--- src/rtl/gpio_bank_pkg.sv ---
package gpio_bank_pkg;

  typedef enum logic [1:0] {
    ACC_BYTE = 2'd0,
    ACC_HALF = 2'd1,
    ACC_WORD = 2'd2
  } acc_size_e;

  localparam int CTRL_ADDR = 0;
  localparam int DATA_ADDR = 1;
  localparam int MASK_BASE = 2;

endpackage

--- src/rtl/gpio_bank_regs.sv ---
module gpio_bank_regs
  import gpio_bank_pkg::*;
#(
  parameter int PINS      = 16,
  parameter int ADDR_W    = 4,
  parameter int LISTENERS = 4
) (
  input  logic                  clk,
  input  logic                  rst_n,
  input  logic                  wr_i,
  input  logic [ADDR_W-1:0]     addr_i,
  input  logic [1:0]            size_i,
  input  logic [31:0]           wdata_i,
  output logic [2*PINS-1:0]     ctrl_q_o,
  output logic [PINS-1:0]       data_q_o,
  output logic [2*PINS-1:0]     ctrl_d_o,
  output logic [PINS-1:0]       data_d_o,
  output logic                  lvl_wr_o,
  output logic [LISTENERS-1:0]  mask_we_o,
  output logic                  bus_err_o
);

  localparam int CTRL_W = 2 * PINS;

  acc_size_e         sz;
  logic              hit_ctrl, hit_data, hit_mask;
  logic              ctrl_en, data_en, err_d, err_q;
  logic [CTRL_W-1:0] ctrl_q, ctrl_d;
  logic [PINS-1:0]   data_q, data_d;

  assign sz = acc_size_e'(size_i);

  // next-state and decode
  always_comb begin
    hit_ctrl  = (addr_i == ADDR_W'(CTRL_ADDR));
    hit_data  = (addr_i == ADDR_W'(DATA_ADDR));
    hit_mask  = 1'b0;
    mask_we_o = '0;
    for (int i = 0; i < LISTENERS; i++) begin
      if (addr_i == ADDR_W'(MASK_BASE + i)) begin
        hit_mask     = 1'b1;
        mask_we_o[i] = wr_i && (sz == ACC_HALF);
      end
    end
    ctrl_en = wr_i && hit_ctrl && (sz == ACC_WORD);
    data_en = wr_i && hit_data && (sz == ACC_HALF);
    err_d   = wr_i && ((hit_ctrl && (sz != ACC_WORD)) ||
                       ((hit_data || hit_mask) && (sz != ACC_HALF)));
    ctrl_d  = ctrl_en ? wdata_i[CTRL_W-1:0] : ctrl_q;
    data_d  = data_en ? wdata_i[PINS-1:0]   : data_q;
  end

  // registers
  always_ff @(posedge clk or negedge rst_n) begin
    if (!rst_n) begin
      ctrl_q <= '0;
      data_q <= '0;
      err_q  <= 1'b0;
    end else begin
      if (ctrl_en) ctrl_q <= ctrl_d;
      if (data_en) data_q <= data_d;
      err_q <= err_d;
    end
  end

  assign ctrl_q_o  = ctrl_q;
  assign data_q_o  = data_q;
  assign ctrl_d_o  = ctrl_d;
  assign data_d_o  = data_d;
  assign lvl_wr_o  = ctrl_en || data_en;
  assign bus_err_o = err_q;

  AST_CTRL_BAD_SIZE_HELD: assert property (@(posedge clk) disable iff (!rst_n)
    (wr_i && hit_ctrl && (sz != ACC_WORD)) |=> $stable(ctrl_q))
    else $error("control word changed on a wrong-size write");
  AST_DATA_BAD_SIZE_HELD: assert property (@(posedge clk) disable iff (!rst_n)
    (wr_i && hit_data && (sz != ACC_HALF)) |=> $stable(data_q))
    else $error("data word changed on a wrong-size write");
  AST_ERR_NEEDS_WRITE: assert property (@(posedge clk) disable iff (!rst_n)
    err_q |-> $past(wr_i))
    else $error("bus error raised without a write");

endmodule

--- src/rtl/gpio_bank_resolve.sv ---
module gpio_bank_resolve #(
  parameter int PINS = 16
) (
  input  logic [2*PINS-1:0] ctrl_i,
  input  logic [PINS-1:0]   data_i,
  input  logic [PINS-1:0]   per_oe_i,
  input  logic [PINS-1:0]   per_out_i,
  output logic [PINS-1:0]   level_o
);

  logic [PINS-1:0] cpu_oe, pull_en;

  // de-interleave: even bit enables drive, odd bit enables pull-up
  for (genvar n = 0; n < PINS; n++) begin : g_split
    assign cpu_oe[n]  = ctrl_i[2*n];
    assign pull_en[n] = ctrl_i[2*n+1];
  end

  assign level_o = (cpu_oe & data_i) |
                   (per_oe_i & per_out_i) |
                   (~(cpu_oe | per_oe_i) & pull_en);

endmodule

--- src/rtl/gpio_bank_listener.sv ---
module gpio_bank_listener #(
  parameter int PINS = 16
) (
  input  logic            clk,
  input  logic            rst_n,
  input  logic            mask_we_i,
  input  logic [PINS-1:0] mask_wdata_i,
  input  logic            lvl_wr_i,
  input  logic [PINS-1:0] changes_i,
  output logic [PINS-1:0] mask_o,
  output logic            pulse_o
);

  logic [PINS-1:0] mask_q, mask_d;
  logic            pulse_q, pulse_d;

  always_comb begin
    mask_d  = mask_we_i ? mask_wdata_i : mask_q;
    pulse_d = lvl_wr_i && (|(mask_q & changes_i));
  end

  always_ff @(posedge clk or negedge rst_n) begin
    if (!rst_n) begin
      mask_q  <= '0;
      pulse_q <= 1'b0;
    end else begin
      if (mask_we_i) mask_q <= mask_d;
      pulse_q <= pulse_d;
    end
  end

  assign mask_o  = mask_q;
  assign pulse_o = pulse_q;

  AST_PULSE_AFTER_LEVEL_WRITE: assert property (@(posedge clk) disable iff (!rst_n)
    pulse_q |-> $past(lvl_wr_i))
    else $error("strobe without a control or data write");
  AST_MASK_WRITE_QUIET: assert property (@(posedge clk) disable iff (!rst_n)
    mask_we_i |=> !pulse_q)
    else $error("strobe after a mask write");

endmodule

--- src/rtl/gpio_bank.sv ---
module gpio_bank
  import gpio_bank_pkg::*;
#(
  parameter int PINS      = 16,
  parameter int ADDR_W    = 4,
  parameter int LISTENERS = 4
) (
  input  logic                 clk,
  input  logic                 rst_n,
  input  logic                 bus_wr,
  input  logic [ADDR_W-1:0]    bus_addr,
  input  logic [1:0]           bus_size,
  input  logic [31:0]          bus_wdata,
  output logic [31:0]          bus_rdata,
  output logic                 bus_err,
  input  logic [PINS-1:0]      per_oe,
  input  logic [PINS-1:0]      per_out,
  output logic [PINS-1:0]      pin_level,
  output logic [LISTENERS-1:0] chg_pulse
);

  localparam int CTRL_W = 2 * PINS;

  logic [1:0]                      rst_sync;
  logic                            rst_s;
  logic [CTRL_W-1:0]               ctrl_q, ctrl_d;
  logic [PINS-1:0]                 data_q, data_d;
  logic [PINS-1:0]                 lvl_next, changes;
  logic                            lvl_wr;
  logic [LISTENERS-1:0]            mask_we;
  logic [LISTENERS-1:0][PINS-1:0]  masks;

  // asynchronous assert, synchronous release
  always_ff @(posedge clk or negedge rst_n) begin
    if (!rst_n) rst_sync <= 2'b00;
    else        rst_sync <= {rst_sync[0], 1'b1};
  end
  assign rst_s = rst_sync[1];

  gpio_bank_regs #(.PINS(PINS), .ADDR_W(ADDR_W), .LISTENERS(LISTENERS)) regs_i (
    .clk(clk), .rst_n(rst_s), .wr_i(bus_wr), .addr_i(bus_addr), .size_i(bus_size),
    .wdata_i(bus_wdata), .ctrl_q_o(ctrl_q), .data_q_o(data_q), .ctrl_d_o(ctrl_d),
    .data_d_o(data_d), .lvl_wr_o(lvl_wr), .mask_we_o(mask_we), .bus_err_o(bus_err)
  );

  gpio_bank_resolve #(.PINS(PINS)) cur_i (
    .ctrl_i(ctrl_q), .data_i(data_q), .per_oe_i(per_oe), .per_out_i(per_out),
    .level_o(pin_level)
  );

  gpio_bank_resolve #(.PINS(PINS)) nxt_i (
    .ctrl_i(ctrl_d), .data_i(data_d), .per_oe_i(per_oe), .per_out_i(per_out),
    .level_o(lvl_next)
  );

  assign changes = pin_level ^ lvl_next;

  for (genvar i = 0; i < LISTENERS; i++) begin : g_slot
    gpio_bank_listener #(.PINS(PINS)) slot_i (
      .clk(clk), .rst_n(rst_s), .mask_we_i(mask_we[i]),
      .mask_wdata_i(bus_wdata[PINS-1:0]), .lvl_wr_i(lvl_wr),
      .changes_i(changes), .mask_o(masks[i]), .pulse_o(chg_pulse[i])
    );
  end

  always_comb begin
    bus_rdata = '0;
    if (bus_addr == ADDR_W'(CTRL_ADDR)) bus_rdata = 32'(ctrl_q);
    if (bus_addr == ADDR_W'(DATA_ADDR)) bus_rdata = 32'(pin_level);
    for (int i = 0; i < LISTENERS; i++) begin
      if (bus_addr == ADDR_W'(MASK_BASE + i)) bus_rdata = 32'(masks[i]);
    end
  end

  AST_SAME_LEVEL_QUIET: assert property (@(posedge clk) disable iff (!rst_s)
    (lvl_wr && (changes == '0)) |=> (chg_pulse == '0))
    else $error("strobe on a write that changed no pin");

endmodule

--- config.mk ---
export PLATFORM = sky130hd
export DESIGN_NAME = gpio_bank
export DESIGN_NICKNAME = d
export VERILOG_FILES = /design/src/rtl/gpio_bank_pkg.sv /design/src/rtl/gpio_bank_regs.sv /design/src/rtl/gpio_bank_resolve.sv /design/src/rtl/gpio_bank_listener.sv /design/src/rtl/gpio_bank.sv
export SDC_FILE = /design/constraint.sdc
export NUM_CORES = 1
export LEC_CHECK = 0
export BUFFER_PORTS_ARGS = -buffer_cell sky130_fd_sc_hd__buf_4
export CAP_MARGIN = 20
export CORE_MARGIN = 2
export CORE_UTILIZATION = 40
export DETAILED_ROUTE_END_ITERATION = 16
export SETUP_SLACK_MARGIN = 0.1
export SLEW_MARGIN = 20
export SYNTH_ARGS = -nofsm -noshare
export SYNTH_HDL_FRONTEND = slang
export SYNTH_SLANG_ARGS = --single-unit
export TNS_END_PERCENT = 20
--- constraint.sdc ---
create_clock -name clk -period 3.2 [get_ports clk]
set_input_delay 0.32 -clock clk [delete_from_list [all_inputs] [get_ports clk]]
set_output_delay 0.32 -clock clk [all_outputs]
set_load 0.005 [all_outputs]
==> flow_summary.ini, run 1 <==
[status]
outcome = finished clean

[logic_synthesis]
synthAdderAreaFrac = 0
synthCells = 699
netlist_area_um2 = 7000
synth-seq-cells = 119
ys_types = 50
syn-num-nets = 772
synth_compound_area_frac = 0.194
syn_area_per_cell_um2 = 10.0
synth_simple_gate_area_frac = 0.183
yosysWarnings = 0
synth_xor_area_frac = 0.00250
synth_top_family_by_area = compound AO/OA/AOI/OAI gates
yosysSeqAreaShare = 0.426
synth.area.mux_share = 0.158

[routing]
drtIter0Drc = 563
wire_per_inst_um = 24.5
vias = 6575
drtPass1Iterations = 5
drc = 0
ant_nets = 0
drt_wl_total_um = 26100
viasPerCell = 6.17

[finish]
diodes = 0
syn_to_final_growth_pct = 25.8
fin_area_um2 = 8800
fillers = 1643
drive_gt1_frac = 0.316
multi_input_area_um2 = 3760
post-route-util = 0.512
finalNetCount = 903
stdcell_count = 1066
ff_latch_area_um2 = 2980

[timing]
whs_ps = 93.9
relSlewSlack = 0.402
post-route-min-period_ps = 2980
max_freq_ghz = 0.336
finalHoldViolCount = 0
period_share = 0.931
rsz0062_at_grt = no
slew_violations = 0
final-setup-viol-count = 0
tightest_slew_ps = 874
fin_skew_ps = 8.92

[clock_network]
cts_tree = built
htreeDepth = 4
clkSinkCount = 119
clockBufferDepth = 2
clk_latency_ps = 420
cts_buffers = 17
cts_resized = 0
clkTransAtPathRegs_ps = 60
cts_root_buf = clkbuf_16

[worst_setup_path]
path_class = primary input to register
end_kind = register
r2r_cells = 6
r2r-start = regs_i.ctrl_q_o[19]
cp-start-kind = primary input
cp-endpoint = g_slot[3].slot_i.pulse_o
arrival_ps = 3210
r2r_end = g_slot[3].slot_i.pulse_o
r2r_slack_ps = 570
crit_path_start = bus_addr[1]
crit_fanout = 22
worstPathRequired_ps = 3440

[floorplan]
dieHeight_um = 136
die_width_um = 136
row_count = 48
initial_utilization = 0.407
io-pin-count = 126
dieArea_um2 = 18600
coreArea_um2 = 17200

[min_path]
hold_class = primary input to register

[placement]
place_hpwl_um = 19000
placed_cell_area_um2 = 8240
gp_congestion = 0.983
place_inst = 1035
port_buffers = 125

[power]
p_leak_nw = 4.08
powerDensity_nw_per_um2 = 533
power_mw = 4.69
ir_drop_mv = 0.392

[global_route]
grt_pass1_wl_um = 39500
grt_pass1_vias = 6577
grt_max_degree = 118
antenna_found_initial = 0
grt_overflow = 0
grt_usage = 0.289

[flow_run]
cap_violations = 0
## cell families (layout without fill, tap and decap cells)
group	Yosys count	in the layout
flip-flops	119	119
XOR/XNOR	2	2
AO/OA/AOI/OAI	195	195
buffers and inverters	55	197
multiplexers	83	83
AND/OR/NAND/NOR	244	244
other	1	1
## worst min-delay path by stage
stage,cells past startpoint,endpoint,start
2_1_floorplan,0,rst_sync[0],rst_n
3_3_place_gp,1,rst_sync[0],rst_n
3_5_place_dp,1,rst_sync[0],rst_n
4_1_cts,3,regs_i.ctrl_q_o[29],bus_wdata[29]
5_1_grt,3,regs_i.ctrl_q_o[23],bus_wdata[23]
6_report,3,regs_i.ctrl_q_o[29],bus_wdata[29]
## Yosys cell counts, drive strengths merged
master,instances,area share
xor2,1,0.0013
nand3,30,0.021
buf,22,0.019
nor3b,18,0.020
mux2,67,0.11
a2111oi,16,0.020
xnor2,1,0.0013
a22oi,12,0.013
a221o,18,0.026
and4b,1,0.0014
mux2i,1,0.0014
and4,8,0.010
inv,16,0.0086
nand3b,2,0.0021
and2,18,0.016
nand4,6,0.0054
or4b,1,0.0020
o41ai,1,0.0013
nor2b,1,0.00089
a211oi,1,0.0011
or3,12,0.011
a21boi,48,0.052
nand2b,7,0.0063
mux4,15,0.048
o21ai,61,0.044
a31o,1,0.0013
nand2,99,0.053
a221oi,13,0.016
a21oi,17,0.012
a22o,2,0.0025
dfrtp,119,0.43
or4,1,0.0016
a21o,1,0.0011
and3b,2,0.0025
o21a,1,0.0011
clkbuf,17,0.0091
o32ai,1,0.0013
conb,1,0.00054
nor4,7,0.0084
nor2,30,0.017
a31oi,2,0.0018
nor4b,1,0.0034
## through the flow
| stage | setup WS, ps | setup TNS [ps] |
|---|---|---|
| global route | 119 | 0 |
| detailed placement | -11.1 | -11.1 |
| CTS | 318 | 0 |
| finish | 222 | 0 |
| floorplan | 776 | 0 |
| global placement | -33.1 | -33.1 |
## cells in the final DEF (no fill, tap or decap), types with 2 or more instances in the layout
cell and count:
buf_4 147, dfrtp_1 118, nand2_1 98, mux2_2 67
o21ai_0 48, a21boi_0 48, nand3_1 30, nor2_1 29
a221o_1 18, and2_1 18, nor3b_1 17, a21oi_1 17
clkbuf_16 17, inv_1 16, a2111oi_0 16, mux4_2 15
a221oi_1 13, o21ai_1 13, a22oi_1 12, or3_1 12
and4_1 8, nand2b_1 7, nor4_1 6, nand4_1 6
clkbuf_1 5, clkbuf_8 4, clkinv_2 3, buf_12 3
a31oi_1 2, and3b_1 2, nand3b_1 2, a22o_1 2
## critical path, cell delays in order
cell	delay [ps]
buf_4	150
or4_4	710
o21ai_0	280
a22oi_1	150
o21ai_1	420
a21boi_0	180
a2111oi_0	810
nand4_1	190
## flip-flops by register name, summed over array words and instances, names as in the netlist
signal and flops:
regs_i.data_q_o 16, regs_i.ctrl_q_o 32, g_slot.slot_i.pulse_o 4, g_slot.slot_i.mask_o 64, regs_i.bus_err_o 1, rst_sync 2
## per-layer routing
metal	track usage	vias up	part of all wire
met5	0	-	0
met4	0.0868	0	0.023
met3	0.0697	51	0.078
met2	0.482	314	0.48
met1	0.373	3331	0.42
li1	-	2879	-
## cell type report
type / instances / area share
clock buffers: 26 / 0.0567
clock inverters: 4 / 0.00512
inverters: 16 / 0.00683
multi-input cells: 525 / 0.427
flip-flops and latches: 119 / 0.339
well taps: 225 / 0.0320
repair buffers: 151 / 0.133
## where the power goes
group          leakage, nW  switching, mW  internal (mW)
sequential            1.57          0.188           1.72
combinational         2.24          0.507          0.469
clock                0.270          0.670           1.14
## what timing repair did
action	in CTS	in global routing
setup endpoints to repair	0	0
hold buffers	1	0
hold endpoints to repair	2	0
setup buffers	0	0
No activity file was read; power rests on OpenSTA's default activity.
==> run 2, diff against run 1 <==
RECOVER_POWER = 100   (was unset)
==> flow_summary.ini, run 2 (synthesis results as in run 1) <==
[status]
outcome = finished with violations
violations = capacitance limit, slew limit

[worst_setup_path]
cp-start-kind = primary input
path_class = primary input to output pin
arrival_ps = 2730
crit_fanout = 21
cp_slowest_cell = clkbuf_1
end_kind = output pin
cp_common_cell = buf_4
max_stage_delay_ps = 700
worstPathRequired_ps = 2880
crit_chain = buf_4, buf_4, nor3b_1, clkbuf_1, a21oi_1, o32ai_1, o21a_1, clkbuf_4

[power]
p_leak_nw = 4.01
power_switching_mw = 1.36
powerDensity_nw_per_um2 = 536
p_comb_frac = 0.205
netSwitchingFraction = 0.291
power_frac_seq = 0.408
p_int_mw = 3.31
p_clk_frac = 0.386
ir_drop_mv = 0.394

[routing]
vias = 6562
drt_wl_total_um = 26000
viasPerCell = 6.16
drtPass1Iterations = 5
drtIter0Drc = 588
drc = 0
ant_nets = 0
wire_per_inst_um = 24.4

[clock_network]
htreeDepth = 4
cts_tree = built
clk_latency_ps = 420
cts_root_buf = clkbuf_16
clkSinkCount = 119
cts_buffers = 17
clkTransAtPathRegs_ps = 50
post-cts-setup-buffers = 0
clockBufferDepth = 2

[floorplan]
initial_utilization = 0.407
die_width_um = 136
dieArea_um2 = 18600
io-pin-count = 126
row_count = 48
coreArea_um2 = 17200
dieHeight_um = 136

[global_route]
grt_usage = 0.289
grt_pass1_vias = 6577
grt_overflow = 0
grt_pass1_wl_um = 39500
grt_max_degree = 118
antenna_found_initial = 0

[timing]
finalHoldViolCount = 0
final-setup-viol-count = 0
fin_skew_ps = 8.66
relSlewSlack = -0.135
max_freq_ghz = 0.328
setup_slack_ps = 151
rsz0062_at_grt = no
slew_violations = 118
period_share = 0.953
post-route-min-period_ps = 3050
tightest_slew_ps = 1700

[finish]
drive_gt1_frac = 0.295
finalNetCount = 903
largest_register_ffs = 64
multi_input_area_um2 = 3740
diodes = 0
syn_to_final_growth_pct = 24.7
stdcell_count = 1066
fillers = 1650
ff_latch_area_um2 = 2980
final_common_cell = dfrtp_1
layout_common_cells = dfrtp_1 (118), nand2_1 (99), buf_4 (93)

[placement]
gp_congestion = 0.983
place_inst = 1035
place_ws_ps = -11.1
port_buffers = 125
place_hpwl_um = 19000

[min_path]
hold_class = primary input to register

[flow_run]
cap_violations = 1
[run 2: changes by cell type in the layout (fill, tap and decap cells not counted), sizes merged]
cell	previous run	this run
clkbuf	26	81
buf	150	95
[run 2: cell type report]
cell class | count | share of cell area
Tap cell | 225 | 0.0323
Inverter | 16 | 0.00688
Timing Repair Buffer | 151 | 0.128
Multi-Input combinational cell | 525 | 0.429
Clock inverter | 4 | 0.00516
Clock buffer | 26 | 0.0572
Sequential cell | 119 | 0.342
[run 2: worst max-delay path: cells and delay by family]
kind                   cells  cell delay, ps
and+or+nand+nor            1             440
AOI/OAI and AO/OA          3             720
buffers and inverters      4            1240
[run 2: final timing paths]
check                           slack (ps)                start                     endpoint  cells after the start
worst max-delay path                   150          bus_addr[1]                 bus_rdata[9]                      8
worst min-delay path                    90        bus_wdata[29]          regs_i.ctrl_q_o[29]                      3
worst max register to register         590  regs_i.ctrl_q_o[19]     g_slot[3].slot_i.pulse_o                      6
worst min register to register         360          rst_sync[0]                  rst_sync[1]                      0
max in group asynchronous             1260          rst_sync[1]  g_slot[2].slot_i.mask_o[14]                      1
min in group asynchronous              210                rst_n                  rst_sync[1]                      2
[run 2: what timing repair did]
action	in CTS	in global routing
hold buffers	1	0
gates resized for setup	0	0
hold endpoints to repair	2	0
[run 2: metal layers]
metal,vias up,global-route usage,wire [um]
li1,2881,-,-
met3,42,0.0697,2210
met1,3298,0.373,10600
met4,0,0.0868,563
met5,-,0,0
met2,341,0.482,12700
[run 2: metrics by stage]
step	hold WS (ps)	total power, mW	setup TNS [ps]	cell area, um^2	utilization
after floorplan	24.4	2.42	0	7000	-
final	94.1	4.67	0	8730	0.508
after detailed placement	103	2.89	-11.1	8240	0.480
after global routing	103	4.86	0	8730	0.508
after global placement	102	2.87	-33.1	8240	0.480
after CTS	78.4	4.71	0	8800	0.512
[run 2: power by group through the flow]
stage | Sequential (mW) | Clock [mW] | Combinational, mW
floorplan | 1.86 | 0 | 0.562
global placement | 1.92 | 0 | 0.944
detailed placement | 1.93 | 0 | 0.962
CTS | 1.91 | 1.83 | 0.969
global route | 1.93 | 1.90 | 1.04
finish | 1.91 | 1.81 | 0.960
==> run 3, diff against run 2 <==
CORE_MARGIN = 3   (was 2)
==> flow_summary.ini, run 3 (synthesis results as in run 1) <==
[clock_network]
cts_root_buf = clkbuf_16
clockBufferDepth = 2
htreeDepth = 4
clkTransAtPathRegs_ps = 60
clkSinkCount = 119
clk_latency_ps = 430
cts_buffers = 17
cts_tree = built
cts_resized = 0

[worst_setup_path]
path_buf_inv = 1
cp-start-kind = primary input
worst-path-stages = 8
crit_fanout = 14
r2r_cells = 6
arrival_ps = 3250
path_delay_family = compound AO/OA/AOI/OAI gates
max_stage_delay_ps = 850
crit_path_start = bus_addr[3]
crit_chain = buf_4, or4b_1, o21ai_0, a22oi_1, o21ai_1, a21boi_0, a2111oi_0, nand4_1
r2r-start = regs_i.ctrl_q_o[19]
worstPathRequired_ps = 3450
cp-endpoint = g_slot[3].slot_i.pulse_o
r2r_slack_ps = 590
cp_slowest_cell = a2111oi_0
path_class = primary input to register
end_kind = register
r2r_end = g_slot[3].slot_i.pulse_o

[timing]
period_share = 0.936
tightest_slew_ps = 1940
finalHoldViolCount = 0
rsz0062_at_grt = no
slew_violations = 47
fin_skew_ps = 8.35
relSlewSlack = -0.292
final-setup-viol-count = 0
max_freq_ghz = 0.334
post-route-min-period_ps = 2990

[global_route]
grt_pass1_wl_um = 39500
grt_overflow = 0
grt_usage = 0.268
grt_pass1_vias = 6609
grt_max_degree = 51
antenna_found_initial = 0

[finish]
finalNetCount = 905
largest_register_ffs = 64
final_common_cell = dfrtp_1
post-route-util = 0.518
fillers = 1568
stdcell_count = 1065
drive_gt1_frac = 0.297
fin_area_um2 = 8740
syn_to_final_growth_pct = 24.9
layout_common_cells = dfrtp_1 (119), nand2_1 (98), buf_4 (96)
diodes = 0

[placement]
place_inst = 1032
port_buffers = 125
gp_congestion = 0.932
placed_cell_area_um2 = 8230
place_hpwl_um = 19000

[routing]
drt_wl_total_um = 25600
drc = 0
viasPerCell = 6.16
drtPass1Iterations = 5
wire_per_inst_um = 24.1
vias = 6558
drtIter0Drc = 540
ant_nets = 0

[floorplan]
dieHeight_um = 138
coreArea_um2 = 16900
initial_utilization = 0.414
row_count = 47
io-pin-count = 126
die_width_um = 138
dieArea_um2 = 19100

[power]
power_mw = 4.88
powerDensity_nw_per_um2 = 559
ir_drop_mv = 0.404
p_leak_nw = 4.01

[min_path]
hold_class = primary input to register

[flow_run]
cap_violations = 1

[status]
violations = capacitance limit, slew limit
outcome = finished with violations
run 3: cell types whose count changed in the layout (fill, tap and decap cells not counted), sizes merged:
| cell | change |
|---|---|
| clkbuf | -6 |
| buf | +1 |
| bufinv | +3 |
| clkinv | +2 |
| clkinvlp | +4 |
run 3: final cells by class:
| type | count | area (um^2) | share of cell area |
|---|---|---|---|
| Clock buffer | 19 | 443 | 0.0507 |
| Clock inverter | 13 | 179 | 0.0205 |
| Tap cell | 220 | 275 | 0.0315 |
| Timing Repair Buffer | 153 | 1090 | 0.125 |
| Sequential cell | 119 | 2980 | 0.341 |
| Inverter | 16 | 60.1 | 0.00687 |
| Multi-Input combinational cell | 525 | 3710 | 0.425 |
run 3: worst min path at each step:
stage	start	endpoint	slack, ps	cells after the start
final	bus_wdata[31]	regs_i.ctrl_q_o[31]	90	3
after global placement	rst_n	rst_sync[0]	100	1
after detailed placement	rst_n	rst_sync[1]	100	1
after CTS	bus_wdata[31]	regs_i.ctrl_q_o[31]	90	3
after floorplan	rst_n	rst_sync[0]	20	0
after global routing	bus_wdata[21]	regs_i.ctrl_q_o[21]	100	3
run 3: power by group:
| part | total [mW] | internal, mW | switching (mW) |
|---|---|---|---|
| Combinational | 0.930 | 0.447 | 0.483 |
| Sequential | 1.91 | 1.72 | 0.189 |
| Clock | 2.05 | 1.32 | 0.730 |
| Total | 4.88 | 3.48 | 1.40 |
run 3: worst reg2reg max path: cells and delay by family, from the launching register on:
| kind | cells | cell delay (ps) |
|---|---|---|
| flops | 1 | 390 |
| compound gates | 3 | 1430 |
| simple gates | 3 | 610 |
run 3: stage by stage:
stage | setup slack, ps | hold slack [ps] | TNS [ps]
final | 205 | 85.5 | 0
after global routing | 107 | 97.6 | 0
after CTS | 422 | 86.2 | 0
after detailed placement | -14.0 | 104 | -21.4
after global placement | 14.6 | 103 | 0
after floorplan | 776 | 24.4 | 0
run 3: repair_timing:
| action | in CTS | in global routing |
|---|---|---|
| hold endpoints to repair | 2 | 0 |
| buffers inserted | 0 | 0 |
| hold buffers | 1 | 0 |
run 3: routing by layer:
metal | wire length (um) | share of wire | global-route usage
met1 | 10900 | 0.43 | 0.355
met2 | 12200 | 0.48 | 0.437
met3 | 1740 | 0.068 | 0.0594
met4 | 752 | 0.029 | 0.0915
met5 | 0 | 0 | 0
